**config.mk**
```make
export PLATFORM = sky130hd
export DESIGN_NAME = uart_vote_rx
export DESIGN_NICKNAME = d
export VERILOG_FILES = /design/src/rtl/uart_vote_rx_pkg.sv /design/src/rtl/rx_line_sync.sv /design/src/rtl/rx_bit_vote.sv /design/src/rtl/rx_frame_ctl.sv /design/src/rtl/uart_vote_rx.sv
export SDC_FILE = /design/constraint.sdc
export NUM_CORES = 1
export LEC_CHECK = 0
export BUFFER_PORTS_ARGS = -buffer_cell sky130_fd_sc_hd__buf_2
export CAP_MARGIN = 20
export CORE_UTILIZATION = 35
export CTS_CLUSTER_SIZE = 10
export DETAILED_ROUTE_END_ITERATION = 10
export PLACE_DENSITY_LB_ADDON = 0.08
export SLEW_MARGIN = 20
export SYNTH_ARGS = -nofsm -noshare
export SYNTH_HDL_FRONTEND = slang
export SYNTH_SLANG_ARGS = --single-unit
```
**constraint.sdc**
```tcl
create_clock -name clk -period 3.25 [get_ports clk]
set_input_delay 0.975 -clock clk [delete_from_list [all_inputs] [get_ports clk]]
set_output_delay 0.975 -clock clk [all_outputs]
set_load 0.1 [all_outputs]
```
**src/rtl/uart_vote_rx_pkg.sv**
```systemverilog
package uart_vote_rx_pkg;

    localparam int DATA_MAX = 8;

    typedef enum logic [2:0] {
        ST_IDLE,
        ST_START,
        ST_DATA,
        ST_PARITY,
        ST_STOP,
        ST_HOLD
    } rx_state_e;

    typedef struct packed {
        logic [1:0] len;
        logic       par_en;
        logic       par_even;
        logic       par_stick;
    } rx_cfg_t;

    typedef struct packed {
        logic [DATA_MAX-1:0] data;
        logic                perr;
        logic                ferr;
        logic                brk;
    } rx_char_t;

    function automatic logic [3:0] data_bits(input logic [1:0] len);
        return 4'd5 + {2'b00, len};
    endfunction

    function automatic logic expected_parity(input rx_cfg_t cfg, input logic ones_odd);
        if (cfg.par_stick)
            return ~cfg.par_even;
        else if (cfg.par_even)
            return ones_odd;
        else
            return ~ones_odd;
    endfunction

endpackage

```
**src/rtl/rx_line_sync.sv**
```systemverilog
module rx_line_sync #(
    parameter int STAGES = 2
) (
    input  logic clk,
    input  logic rst,
    input  logic din,
    output logic dout
);
    logic [STAGES-1:0] chain;

    genvar g;
    generate
        for (g = 0; g < STAGES; g++) begin : g_stage
            always_ff @(posedge clk) begin
                if (rst)
                    chain[g] <= 1'b1;
                else if (g == 0)
                    chain[g] <= din;
                else
                    chain[g] <= chain[(g == 0) ? 0 : g-1];
            end
        end
    endgenerate

    assign dout = chain[STAGES-1];
endmodule

```
**src/rtl/rx_bit_vote.sv**
```systemverilog
module rx_bit_vote #(
    parameter int OSR = 16,
    parameter int CW  = $clog2(OSR)
) (
    input  logic          clk,
    input  logic          rst,
    input  logic          tick,
    input  logic          line,
    input  logic [CW-1:0] phase,
    output logic          vote,
    output logic          vote_ready
);
    localparam logic [CW-1:0] MID = CW'(OSR / 2);

    logic s_early, s_mid;

    always_ff @(posedge clk) begin
        if (rst) begin
            s_early <= 1'b1;
            s_mid   <= 1'b1;
        end else if (tick) begin
            if (phase == MID - 1'b1) s_early <= line;
            if (phase == MID)        s_mid   <= line;
        end
    end

    assign vote       = (s_early & s_mid) | (s_early & line) | (s_mid & line);
    assign vote_ready = tick && (phase == MID + 1'b1);

    // two agreeing samples outvote the third
    a_r6_two_agree: assert property (@(posedge clk) disable iff (rst)
        (vote_ready && s_early == s_mid) |-> (vote == s_early));
endmodule

```
**src/rtl/rx_frame_ctl.sv**
```systemverilog
module rx_frame_ctl
    import uart_vote_rx_pkg::*;
#(
    parameter int OSR = 16,
    parameter int CW  = $clog2(OSR)
) (
    input  logic          clk,
    input  logic          rst,
    input  logic          tick,
    input  logic          line,
    input  rx_cfg_t       cfg,
    input  logic          vote,
    input  logic          vote_ready,
    output logic [CW-1:0] phase,
    output logic          out_valid,
    output rx_char_t      out_char
);
    localparam logic [CW-1:0] LAST = CW'(OSR - 1);

    rx_state_e           state;
    rx_cfg_t             cfg_q;
    logic [2:0]          bit_idx;
    logic [DATA_MAX-1:0] shreg;
    logic                ones_odd;
    logic                all_low;
    logic                pbit;
    logic                last_data;
    logic                brk_now;

    assign last_data = ({1'b0, bit_idx} == data_bits(cfg_q.len) - 4'd1);
    assign brk_now   = all_low && !vote;

    always_ff @(posedge clk) begin
        if (rst) begin
            state     <= ST_IDLE;
            phase     <= '0;
            cfg_q     <= '0;
            bit_idx   <= '0;
            shreg     <= '0;
            ones_odd  <= 1'b0;
            all_low   <= 1'b0;
            pbit      <= 1'b0;
            out_valid <= 1'b0;
            out_char  <= '0;
        end else begin
            out_valid <= 1'b0;
            if (tick) begin
                case (state)
                    ST_IDLE: begin
                        if (!line) begin
                            state    <= ST_START;
                            phase    <= CW'(1);
                            cfg_q    <= cfg;
                            bit_idx  <= '0;
                            shreg    <= '0;
                            ones_odd <= 1'b0;
                            all_low  <= 1'b1;
                        end
                    end
                    ST_HOLD: begin
                        if (line) state <= ST_IDLE;
                    end
                    default: begin
                        phase <= (phase == LAST) ? '0 : phase + 1'b1;
                        if (vote_ready) begin
                            case (state)
                                ST_START: if (vote) state <= ST_IDLE;
                                ST_DATA: begin
                                    shreg[bit_idx] <= vote;
                                    ones_odd       <= ones_odd ^ vote;
                                    all_low        <= all_low & ~vote;
                                end
                                ST_PARITY: begin
                                    pbit    <= vote;
                                    all_low <= all_low & ~vote;
                                end
                                ST_STOP: begin
                                    out_valid     <= 1'b1;
                                    out_char.data <= shreg;
                                    out_char.ferr <= !vote;
                                    out_char.brk  <= brk_now;
                                    out_char.perr <= !brk_now && cfg_q.par_en &&
                                                     (pbit != expected_parity(cfg_q, ones_odd));
                                    state         <= brk_now ? ST_HOLD : ST_IDLE;
                                end
                                default: ;
                            endcase
                        end else if (phase == LAST) begin
                            case (state)
                                ST_START: state <= ST_DATA;
                                ST_DATA: begin
                                    if (last_data)
                                        state <= cfg_q.par_en ? ST_PARITY : ST_STOP;
                                    else
                                        bit_idx <= bit_idx + 1'b1;
                                end
                                ST_PARITY: state <= ST_STOP;
                                default: ;
                            endcase
                        end
                    end
                endcase
            end
        end
    end

    // strobe lasts one cycle
    a_r10_single_strobe: assert property (@(posedge clk) disable iff (rst)
        out_valid |=> !out_valid);

    // bits above the latched length stay clear
    a_r3_upper_zero: assert property (@(posedge clk) disable iff (rst)
        out_valid |-> ((out_char.data >> data_bits(cfg_q.len)) == '0));

    // a break character is all-zero and framed wrong, without parity error
    a_r9_break_shape: assert property (@(posedge clk) disable iff (rst)
        (out_valid && out_char.brk) |-> (out_char.ferr && out_char.data == '0 && !out_char.perr));

    // no character while waiting for the line to rise
    a_r9_hold_silent: assert property (@(posedge clk) disable iff (rst)
        (state == ST_HOLD && !out_valid) |=> !out_valid);

    // a start bit that votes high abandons the character
    a_r7_false_start: assert property (@(posedge clk) disable iff (rst)
        (state == ST_START && vote_ready && vote) |=> (state == ST_IDLE && !out_valid));
endmodule

```
**src/rtl/uart_vote_rx.sv**
```systemverilog
module uart_vote_rx
    import uart_vote_rx_pkg::*;
#(
    parameter int OSR         = 16,
    parameter int SYNC_STAGES = 2
) (
    input  logic       clk,
    input  logic       rst,
    input  logic       tick16,
    input  logic       rxd,
    input  logic [1:0] len_sel,
    input  logic       par_en,
    input  logic       par_even,
    input  logic       par_stick,
    output logic       rx_valid,
    output logic [7:0] rx_data,
    output logic       rx_perr,
    output logic       rx_ferr,
    output logic       rx_brk
);
    localparam int CW = $clog2(OSR);

    logic          line_s;
    logic          vote, vote_ready;
    logic [CW-1:0] phase;
    rx_cfg_t       cfg;
    rx_char_t      chr;

    assign cfg = '{len: len_sel, par_en: par_en, par_even: par_even, par_stick: par_stick};

    rx_line_sync #(.STAGES(SYNC_STAGES)) u_sync (
        .clk(clk), .rst(rst), .din(rxd), .dout(line_s)
    );

    rx_bit_vote #(.OSR(OSR), .CW(CW)) u_vote (
        .clk(clk), .rst(rst), .tick(tick16), .line(line_s), .phase(phase),
        .vote(vote), .vote_ready(vote_ready)
    );

    rx_frame_ctl #(.OSR(OSR), .CW(CW)) u_ctl (
        .clk(clk), .rst(rst), .tick(tick16), .line(line_s), .cfg(cfg),
        .vote(vote), .vote_ready(vote_ready), .phase(phase),
        .out_valid(rx_valid), .out_char(chr)
    );

    assign rx_data = chr.data;
    assign rx_perr = chr.perr;
    assign rx_ferr = chr.ferr;
    assign rx_brk  = chr.brk;

    // a break always carries a framing error
    a_r9_break_framed: assert property (@(posedge clk) disable iff (rst)
        (rx_valid && rx_brk) |-> rx_ferr);
endmodule

```
==> results.md, run 1 <==
- Lkg Pwr: 0.0009885 µW
- Pwr dens: 606.9 nW/µm²
- ANT nets after route: 0
- Post-cts sizing count: 0
- Mean Syn Cell Area: 8.773 µm²
- Starting Density: 36.13%
- Vias/cell: 5.155
- Diodes inserted: 0
- Hold crit path type: reg -> reg
- Row cnt: 29
- Pwr Total: 1496 µW
- Top Ports: 21
- Setup Viol. Count Final: 0
- Clk_lat worst skew: roughly 310 ps
- Internal: ~930 µW
- Mapped Nets: 273
- Max VDD drop: about 0.26 mV
- Startpoint types: input pin
- CP max FO: 14
- Max_slew headroom: 56.51%
- IO Port Bufs: 20
- TritonCTS buffer count: 5
- Minimum clock period: ~2300 ps
- Root buffer cell: clkbuf_8
- Synth Register Bits: 42
- Vias in the first global route: 1545
- Vias: 1799
- Slew @ Worst Pin: 651.5 ps
- Core box area: 6314 µm²
- Yosys cell types: 60
- Drt pass-1 iters: 4
- Switch Pwr: 567.7 µW
- Max-cap violations: 0
- Unrepaired setup endpoints after global routing: false
- TNS Setup: 0 ps
- Slew Limit Fails: 0
- Critical Path RT: 3490 ps
- Vert. Die Dim: 82.73 µm
- Antenna violations before repair: 0
- Clock Path Buffers: 2
- Critical path type: in -> reg
- GRT Residual Overflow: 0
- Total GRT Usage: 15.89%
- Sw frac: 37.95%
- Wirelength, routed: 5.041 mm
- Final net count: 284
- Die area: around 6800 µm²
- Mapped Cells: 260
- Status: complete, no violations
- Share of cells above drive strength 1: 17.65%
- CTS Sinks: 42
- Initial DRC Count: about 120
- Max Fclk: about 430 MHz
- Global-route wire length before repair: 8.079 mm
- Post-synth EDFFs: 0
- Combinational share of power: approximately a third
- Post-synth ARST share: 0%
- Hold-fix buffers, CTS: 0
- HPWL after DPL: ~3.5 mm
- Ys Warns: 0
- Largest net degree at the start of global routing: 32
- CTS tree: done
- Fin. Hold Viols: 0
- Period utilization: between 70% and 80%
- Synth Flop Type: dfxtp_1
- Mapped Area: ~2300 µm²
- CP endpoint kind: flop
- Sequential Power Share: 41.4%
- CP Data Arrival Time: between 2000 and 3000 ps
- GP Congestion: approximately 0.73
- Area grow syn2layout: 8.063%
- Clock skew: 8.494 ps
- Post-CTS setup buffers: 0
- H-tree levels: 2
- Routed wire per std cell: 14.44 µm
- Width of the die: 82.73 µm
- Clock power frac: roughly a quarter
- Register area share after synthesis: 36.86%
- Residual DRC: 0
- Clock-pin transition on the worst setup and hold timing paths: approximately 90 ps
-- cells in the mapped netlist (4+ instances only) --
library cell  count  share of area (%)
o21ai_0           7                1.5
dfxtp_1          42                 37
a21oi_1          22                4.8
nand3_1           6                1.3
nor2_1           20                3.3
inv_1            11                1.8
mux2i_1          10                4.4
buf_6             6                3.0
ha_1              4                2.2
clkbuf_1          6               0.99
or2_2             4                1.1
nand2b_1          5                1.4
nor2b_1           5                1.4
a21o_1            5                1.6
buf_2             4               0.88
nand2_1          31                5.1
-- metal layers --
metal  track usage, %  wire (µm)  part of all wire (%)  up-vias
met5                0          0                     0        -
met4            4.655         60                   1.2        0
met3            3.956        142                   2.8        6
met2            23.03       2092                    41       24
met1            22.92       2745                    54      821
li1                 -          -                     -      948
-- layout make-up --
type / count / area [µm²]
Clock buffer: 5 / 68.82
Clock inverter: 3 / 25.02
Fill cell: 688 / 3849
Inverter: 11 / 41.29
Multi-Input combinational cell: 188 / 1270
Sequential cell: 42 / 840.8
Tap cell: 77 / 96.34
Timing Repair Buffer: 23 / 122.6
-- power groups by stage --
stage          Sequential, µW  Combinational, µW  Clock [µW]
6_report                  620                517         359
5_1_grt                   631                571         391
2_1_floorplan             574                506           0
3_5_place_dp              633                517           0
4_1_cts                   621                520         371
3_3_place_gp              632                522           0
-- critical path, cell delays in order --
cell	delay, ps
buf_2	260
nand4b_1	380
nor2_1	600
nand4_1	160
a21oi_1	160
-- cell usage in the layout, fill, tap and decap left out, types with 4 or more instances in the layout --
master and instances:
o21ai_0 7, a21oi_1 22, clkbuf_8 5, inv_1 11
mux2i_1 10, a21o_1 5, nand2b_1 5, or2_2 4
nand2_1 31, nor2_1 20, ha_1 4, dfxtp_1 42
buf_2 20, nand3_1 6, nor2b_1 5
-- through the flow --
stage / hold WS [ps] / utilization (%) / instances / setup WS, ps / area [µm²]
6_report: 415.0 / 39.04 / 349 / 949.0 / 2465
5_1_grt: 421.8 / 39.04 / 349 / 710.2 / 2465
4_1_cts: 415.2 / 39.04 / 349 / 917.7 / 2465
3_5_place_dp: 394.1 / 37.55 / 341 / 610.9 / 2371
3_3_place_gp: 391.8 / 37.55 / 341 / 655.7 / 2371
2_1_floorplan: 389.5 / - / 260 / 1207 / 2281
-- worst paths after layout --
kind                    from           endpoint  slack (ps)  depth (start not counted)
max                   tick16  u_ctl.out_char[2]         950                          5
max reg2reg   u_ctl.state[2]  u_ctl.out_char[2]        1160                          4
min reg2reg  u_sync.chain[0]        u_sync.dout         410                          1
min          u_sync.chain[0]        u_sync.dout         410                          1
-- flip-flops by register name, indices dropped and copies added, names as in the netlist --
name / cells
u_vote.s_early: 1
u_ctl.pbit: 1
u_ctl.state: 3
u_ctl.phase: 4
u_sync.chain: 1
u_ctl.all_low: 1
u_sync.dout: 1
u_ctl.shreg: 8
u_ctl.out_char: 11
u_ctl.cfg_q: 5
u_vote.s_mid: 1
u_ctl.out_valid: 1
u_ctl.bit_idx: 3
u_ctl.ones_odd: 1
-- cell families after synthesis --
logic type	after synthesis	share of synthesized area (%)
AO/OA/AOI/OAI	66	22.44
flip-flops	42	36.86
adder cells (fa/ha/maj)	5	2.688
buffers and inverters	30	7.460
XOR/XNOR	6	2.304
multiplexers	10	4.389
AND/OR/NAND/NOR	101	23.86
Note: power is estimated with default switching activity, not from simulation.
==> inputs of run 2 (changes only) <==
clock period = 2.2 ns   (was 3.25 ns; I/O delays follow)
==> results.md, run 2 (synthesis gave the netlist of run 1 again) <==
- Worst setup startpoint: u_ctl.phase[0] (was tick16)
- Diodes inserted: 0 (unchanged)
- Biggest regs: u_ctl.out_char (11), u_ctl.shreg (8), u_ctl.cfg_q (5) (unchanged)
- Clock skew: 5.443 ps (was 8.494 ps)
- Slew Limit Fails: 0 (unchanged)
- Pwr Total: 2285 µW (was 1496 µW)
- Post-CTS setup buffers: 0 (unchanged)
- Max-cap violations: 0 (unchanged)
- Vias in the first global route: 1648 (was 1545)
- Max_slew headroom: 68.07% (was 56.51%)
- Most frequent cells in the layout: dfxtp_1, nand2_1, a21oi_1 (unchanged)
- Clk_lat worst skew: 300 ps (was 310 ps)
- Period utilization: 85.33%
- Hold slack: 415.8 ps (was 415.0 ps)
- Minimum clock period: 1877 ps
- IO Port Bufs: 20 (unchanged)
- Wirelength, routed: 5.079 mm (was 5.041 mm)
- R2r worst-path depth: 5 (was 4)
- Total GRT Usage: 16.52% (was 15.89%)
- Vias: 1853 (was 1799)
- Max reg flops: 11 (unchanged)
- GP Congestion: 0.7574 (was 0.7273)
- Clock Path Buffers: 2 (unchanged)
- Die area: 6843 µm² (unchanged)
- Top Ports: 21 (unchanged)
- Width of the die: 82.73 µm (unchanged)
- Slew @ Worst Pin: 478.6 ps (was 651.5 ps)
- Worst hold start: u_sync.chain[0] (unchanged)
- Worst reg2reg path startpoint: u_ctl.phase[0] (was u_ctl.state[2])
- Status: complete, no violations (unchanged)
- Drt pass-1 iters: 4 (unchanged)
- Global-route wire length before repair: 8.390 mm (was 8.079 mm)
- Post-cts sizing count: 0 (unchanged)
- Worst hold stages: 1 (unchanged)
- Residual DRC: 0 (unchanged)
- TNS Setup: 0 ps (unchanged)
- Initial DRC Count: 145 (was 123)
- Largest net degree at the start of global routing: 31 (was 32)
- TritonCTS buffer count: 5 (unchanged)
- Root buffer cell: clkbuf_8 (unchanged)
- CP Data Arrival Time: 2080 ps (was 2540 ps)
- ANT nets after route: 0 (unchanged)
- H-tree levels: 2 (unchanged)
- Core box area: 6314 µm² (unchanged)
- Fin. Hold Viols: 0 (unchanged)
- CTS tree: done (unchanged)
- Area grow syn2layout: 11.68% (was 8.063%)
- Share of cells above drive strength 1: 20.85% (was 17.65%)
- CP endpoint kind: flop (unchanged)
- Critical path type: reg -> reg (was in -> reg)
- Vert. Die Dim: 82.73 µm (unchanged)
- Antenna violations before repair: 0 (unchanged)
- Hold crit path type: reg -> reg (unchanged)
- Critical Path RT: 2400 ps (was 3490 ps)
- Commonest non-fill, non-tap cell in the layout: dfxtp_1 (unchanged)
- HPWL after DPL: 3.677 mm (was 3.534 mm)
- Clock-pin transition on the worst setup and hold timing paths: 90 ps (about the same)
- Starting Density: 36.13% (unchanged)
- Lkg Pwr: 0.001044 µW (was 0.0009885 µW)
- Unrepaired setup endpoints after global routing: false (unchanged)
- Vias/cell: 5.147 (was 5.155)
- Routed wire per std cell: 14.11 µm (was 14.44 µm)
- Final net count: 295 (was 284)
- Max Fclk: 532.7 MHz
- Top reg by flops: u_ctl.out_char (unchanged)
- Setup Viol. Count Final: 0 (unchanged)
- Row cnt: 29 (unchanged)
- Hold-fix buffers, CTS: 0 (unchanged)
- GRT Residual Overflow: 0 (unchanged)
- CTS Sinks: 42 (unchanged)
- Pwr dens: 897.0 nW/µm² (was 606.9 nW/µm²)
- Max VDD drop: 0.3680 mV (was 0.2607 mV)
- CP max FO: 9 (was 14)
- Startpoint types: flop (was input pin)
- Filler cell count: 663 (was 688)
[run 2: cell types whose count changed in the layout (fill, tap and decap cells not counted), sizes merged]
| cell | previous run | this run |
|---|---|---|
| buf | 23 | 34 |
[run 2: where the power goes]
part	leakage, µW	switching (µW)	internal, µW	total (µW)
clock	0.0000447	299	229	528
combinational	0.000660	490	402	892
sequential	0.000339	63.9	801	865
total	0.00104	853	1430	2290
[run 2: layout make-up]
cell class	instances	area, µm²	area share [%]
Inverter	11	41.29	1.621
Tap cell	77	96.34	3.782
Clock inverter	3	25.02	0.9823
Sequential cell	42	840.8	33.01
Multi-Input combinational cell	188	1270	49.85
Clock buffer	5	68.82	2.701
Timing Repair Buffer	34	205.2	8.055
[run 2: final timing paths]
check,slack (ps),endpoint
worst max-delay path,320,u_ctl.shreg[1]
worst min register to register,420,u_sync.dout
worst max register to register,320,u_ctl.shreg[1]
worst min-delay path,420,u_sync.dout
[run 2: stage by stage]
step	cell area (µm²)	std cells	setup slack (ps)	util, %
finish	2547	360	322.7	40.35
global route	2547	360	180.1	40.35
CTS	2547	360	330.2	40.35
detailed placement	2454	352	139.2	38.86
global placement	2454	352	157.7	38.86
floorplan	2281	260	472.4	-
[run 2: critical path: stages, from the launching register on]
cell and delay, ps:
dfxtp_1 400, ha_1 190, and4b_1 510, o2111ai_4 230, a21o_1 210, a32o_1 240
[run 2: metal layers]
metal  GRT usage (%)  part of all wire (%)
met5               0                     0
met1           21.57                    52
met4           4.138                  0.91
met3           3.956                   3.0
met2           27.13                    44
==> inputs of run 3 (changes only) <==
REMOVE_ABC_BUFFERS = 1   (was unset)
==> results.md, run 3 (synthesis gave the netlist of run 1 again) <==
- CP endpoint kind: flop (unchanged)
- Critical Path RT: 2380 ps (was 2400 ps)
- Post-cts sizing count: 0 (unchanged)
- Diodes inserted: 0 (unchanged)
- Lkg Pwr: 0.001063 µW (was 0.001044 µW)
- Hold-fix buffers, CTS: 0 (unchanged)
- Residual DRC: 0 (unchanged)
- Biggest regs: u_ctl.out_char (11), u_ctl.shreg (8), u_ctl.cfg_q (5) (unchanged)
- Largest net degree at the start of global routing: 21 (was 31)
- Pwr Total: 2288 µW (was 2285 µW)
- Fin. Hold Viols: 0 (unchanged)
- CTS Sinks: 42 (unchanged)
- Minimum clock period: 1853 ps (was 1877 ps)
- Unrepaired setup endpoints after global routing: false (unchanged)
- Pwr dens: 889.7 nW/µm² (was 897.0 nW/µm²)
- Worst hold start: u_sync.chain[0] (unchanged)
- Area grow syn2layout: 12.73% (was 11.68%)
- Total GRT Usage: 17.21% (was 16.52%)
- Worst hold stages: 1 (unchanged)
- Slew Limit Fails: 0 (unchanged)
- IO Port Bufs: 20 (unchanged)
- Vias/cell: 5.209 (was 5.147)
- Post-CTS setup buffers: 0 (unchanged)
- Routed wire per std cell: 14.40 µm (was 14.11 µm)
- TNS Setup: 0 ps (unchanged)
- Initial DRC Count: 76 (was 145)
- Setup ws final: 347.3 ps (was 322.7 ps)
- Hold crit path type: reg -> reg (unchanged)
- Clock-pin transition on the worst setup and hold timing paths: 90 ps (about the same)
- Clock power frac: 23.9% (was 23.1%)
- Core box area: 6314 µm² (unchanged)
- Top reg by flops: u_ctl.out_char (unchanged)
- Combinational share of power: 37.7% (was 39.0%)
- Internal: 1460 µW (was 1432 µW)
- CP max FO: 5 (was 9)
- Setup Viol. Count Final: 0 (unchanged)
- GRT Residual Overflow: 0 (unchanged)
- Vias in the first global route: 1743 (was 1648)
- Row cnt: 29 (unchanged)
- GP Congestion: 0.8206 (was 0.7574)
- Worst reg2reg path startpoint: u_ctl.phase[1] (was u_ctl.phase[0])
- Clock skew: 7.934 ps (was 5.443 ps)
- Switch Pwr: 827.2 µW (was 853.1 µW)
- Most frequent cells in the layout: dfxtp_1, nand2_1, a21oi_1 (unchanged)
- Critical path type: reg -> reg (unchanged)
- Period utilization: 84.22% (was 85.33%)
- Non-filler instance count after layout: 363 (was 360)
- Root buffer cell: clkbuf_8 (unchanged)
- Wirelength, routed: 5.228 mm (was 5.079 mm)
- Starting Density: 36.13% (unchanged)
- Max-cap violations: 0 (unchanged)
- Pre-CTS WS: 186.9 ps (was 139.2 ps)
- Final net count: 298 (was 295)
- Slew @ Worst Pin: 492.7 ps (was 478.6 ps)
- CTS tree: done (unchanged)
- Max_slew headroom: 67.38% (was 68.07%)
- Antenna violations before repair: 0 (unchanged)
- Share of cells above drive strength 1: 21.33% (was 20.85%)
- Commonest non-fill, non-tap cell in the layout: dfxtp_1 (unchanged)
- H-tree levels: 2 (unchanged)
- Startpoint types: flop (unchanged)
- Sequential Power Share: 38.4% (was 37.8%)
- Max Fclk: 539.7 MHz (was 532.7 MHz)
- Cell count after placement: 355 (was 352)
- Final core occ: 40.73% (was 40.35%)
- Die area: 6843 µm² (unchanged)
- ANT nets after route: 0 (unchanged)
- R2r worst-path depth: 7 (was 5)
- Vert. Die Dim: 82.73 µm (unchanged)
- Sw frac: 36.16% (was 37.33%)
- Worst setup startpoint: u_ctl.phase[1] (was u_ctl.phase[0])
- TritonCTS buffer count: 5 (unchanged)
- Clk_lat worst skew: 300 ps (about the same)
- Width of the die: 82.73 µm (unchanged)
- Status: complete, no violations (unchanged)
- Max VDD drop: 0.3570 mV (was 0.3680 mV)
- Max reg flops: 11 (unchanged)
- Top Ports: 21 (unchanged)
- Drt pass-1 iters: 4 (unchanged)
- Global-route wire length before repair: 8.866 mm (was 8.390 mm)
- Vias: 1891 (was 1853)
- Clock Path Buffers: 2 (unchanged)
- HPWL after DPL: 3.806 mm (was 3.677 mm)
- CP Data Arrival Time: 2030 ps (was 2080 ps)
## run 3: cell count changes in the layout (fill, tap and decap cells not counted), sizes merged
cell and delta:
clkinvlp -1, clkbuf +2, clkinv -1, buf +3
## run 3: area by class of cell
class / instances / area (µm²)
Inverter: 11 / 41.29
Tap cell: 77 / 96.34
Fill cell: 667 / 3742
Multi-Input combinational cell: 188 / 1270
Clock inverter: 1 / 8.758
Timing Repair Buffer: 37 / 227.7
Sequential cell: 42 / 840.8
Clock buffer: 7 / 86.33
## run 3: routing by layer
layer	wire [µm]	GRT usage [%]
met2	2310	25.57
met3	137	3.846
met1	2751	24.77
met5	0	0
met4	29	4.483
## run 3: power by group through the flow
stage	Sequential [µW]	Clock, µW	Combinational (µW)
6_report	878	547	863
5_1_grt	888	597	944
4_1_cts	877	566	869
3_5_place_dp	895	0	865
3_3_place_gp	897	0	869
2_1_floorplan	914	0	596
## run 3: through the flow
stage	hold WS, ps	area, µm²
floorplan	389.5	2152
global placement	390.8	2476
detailed placement	403.0	2476
CTS	425.2	2571
global route	444.4	2571
finish	418.9	2571
## run 3: worst max-delay path, cell delays in order, from the launching register on
cell and delay (ps):
dfxtp_1 380, inv_1 70, ha_1 200, and4b_1 290, buf_4 190, o31a_1 290
o311ai_1 210, o21ai_1 100
## run 3: final timing paths
path | endpoint | slack (ps)
min reg2reg | u_sync.dout | 420
max | u_ctl.state[2] | 350
max reg2reg | u_ctl.state[2] | 350
min | u_sync.dout | 420
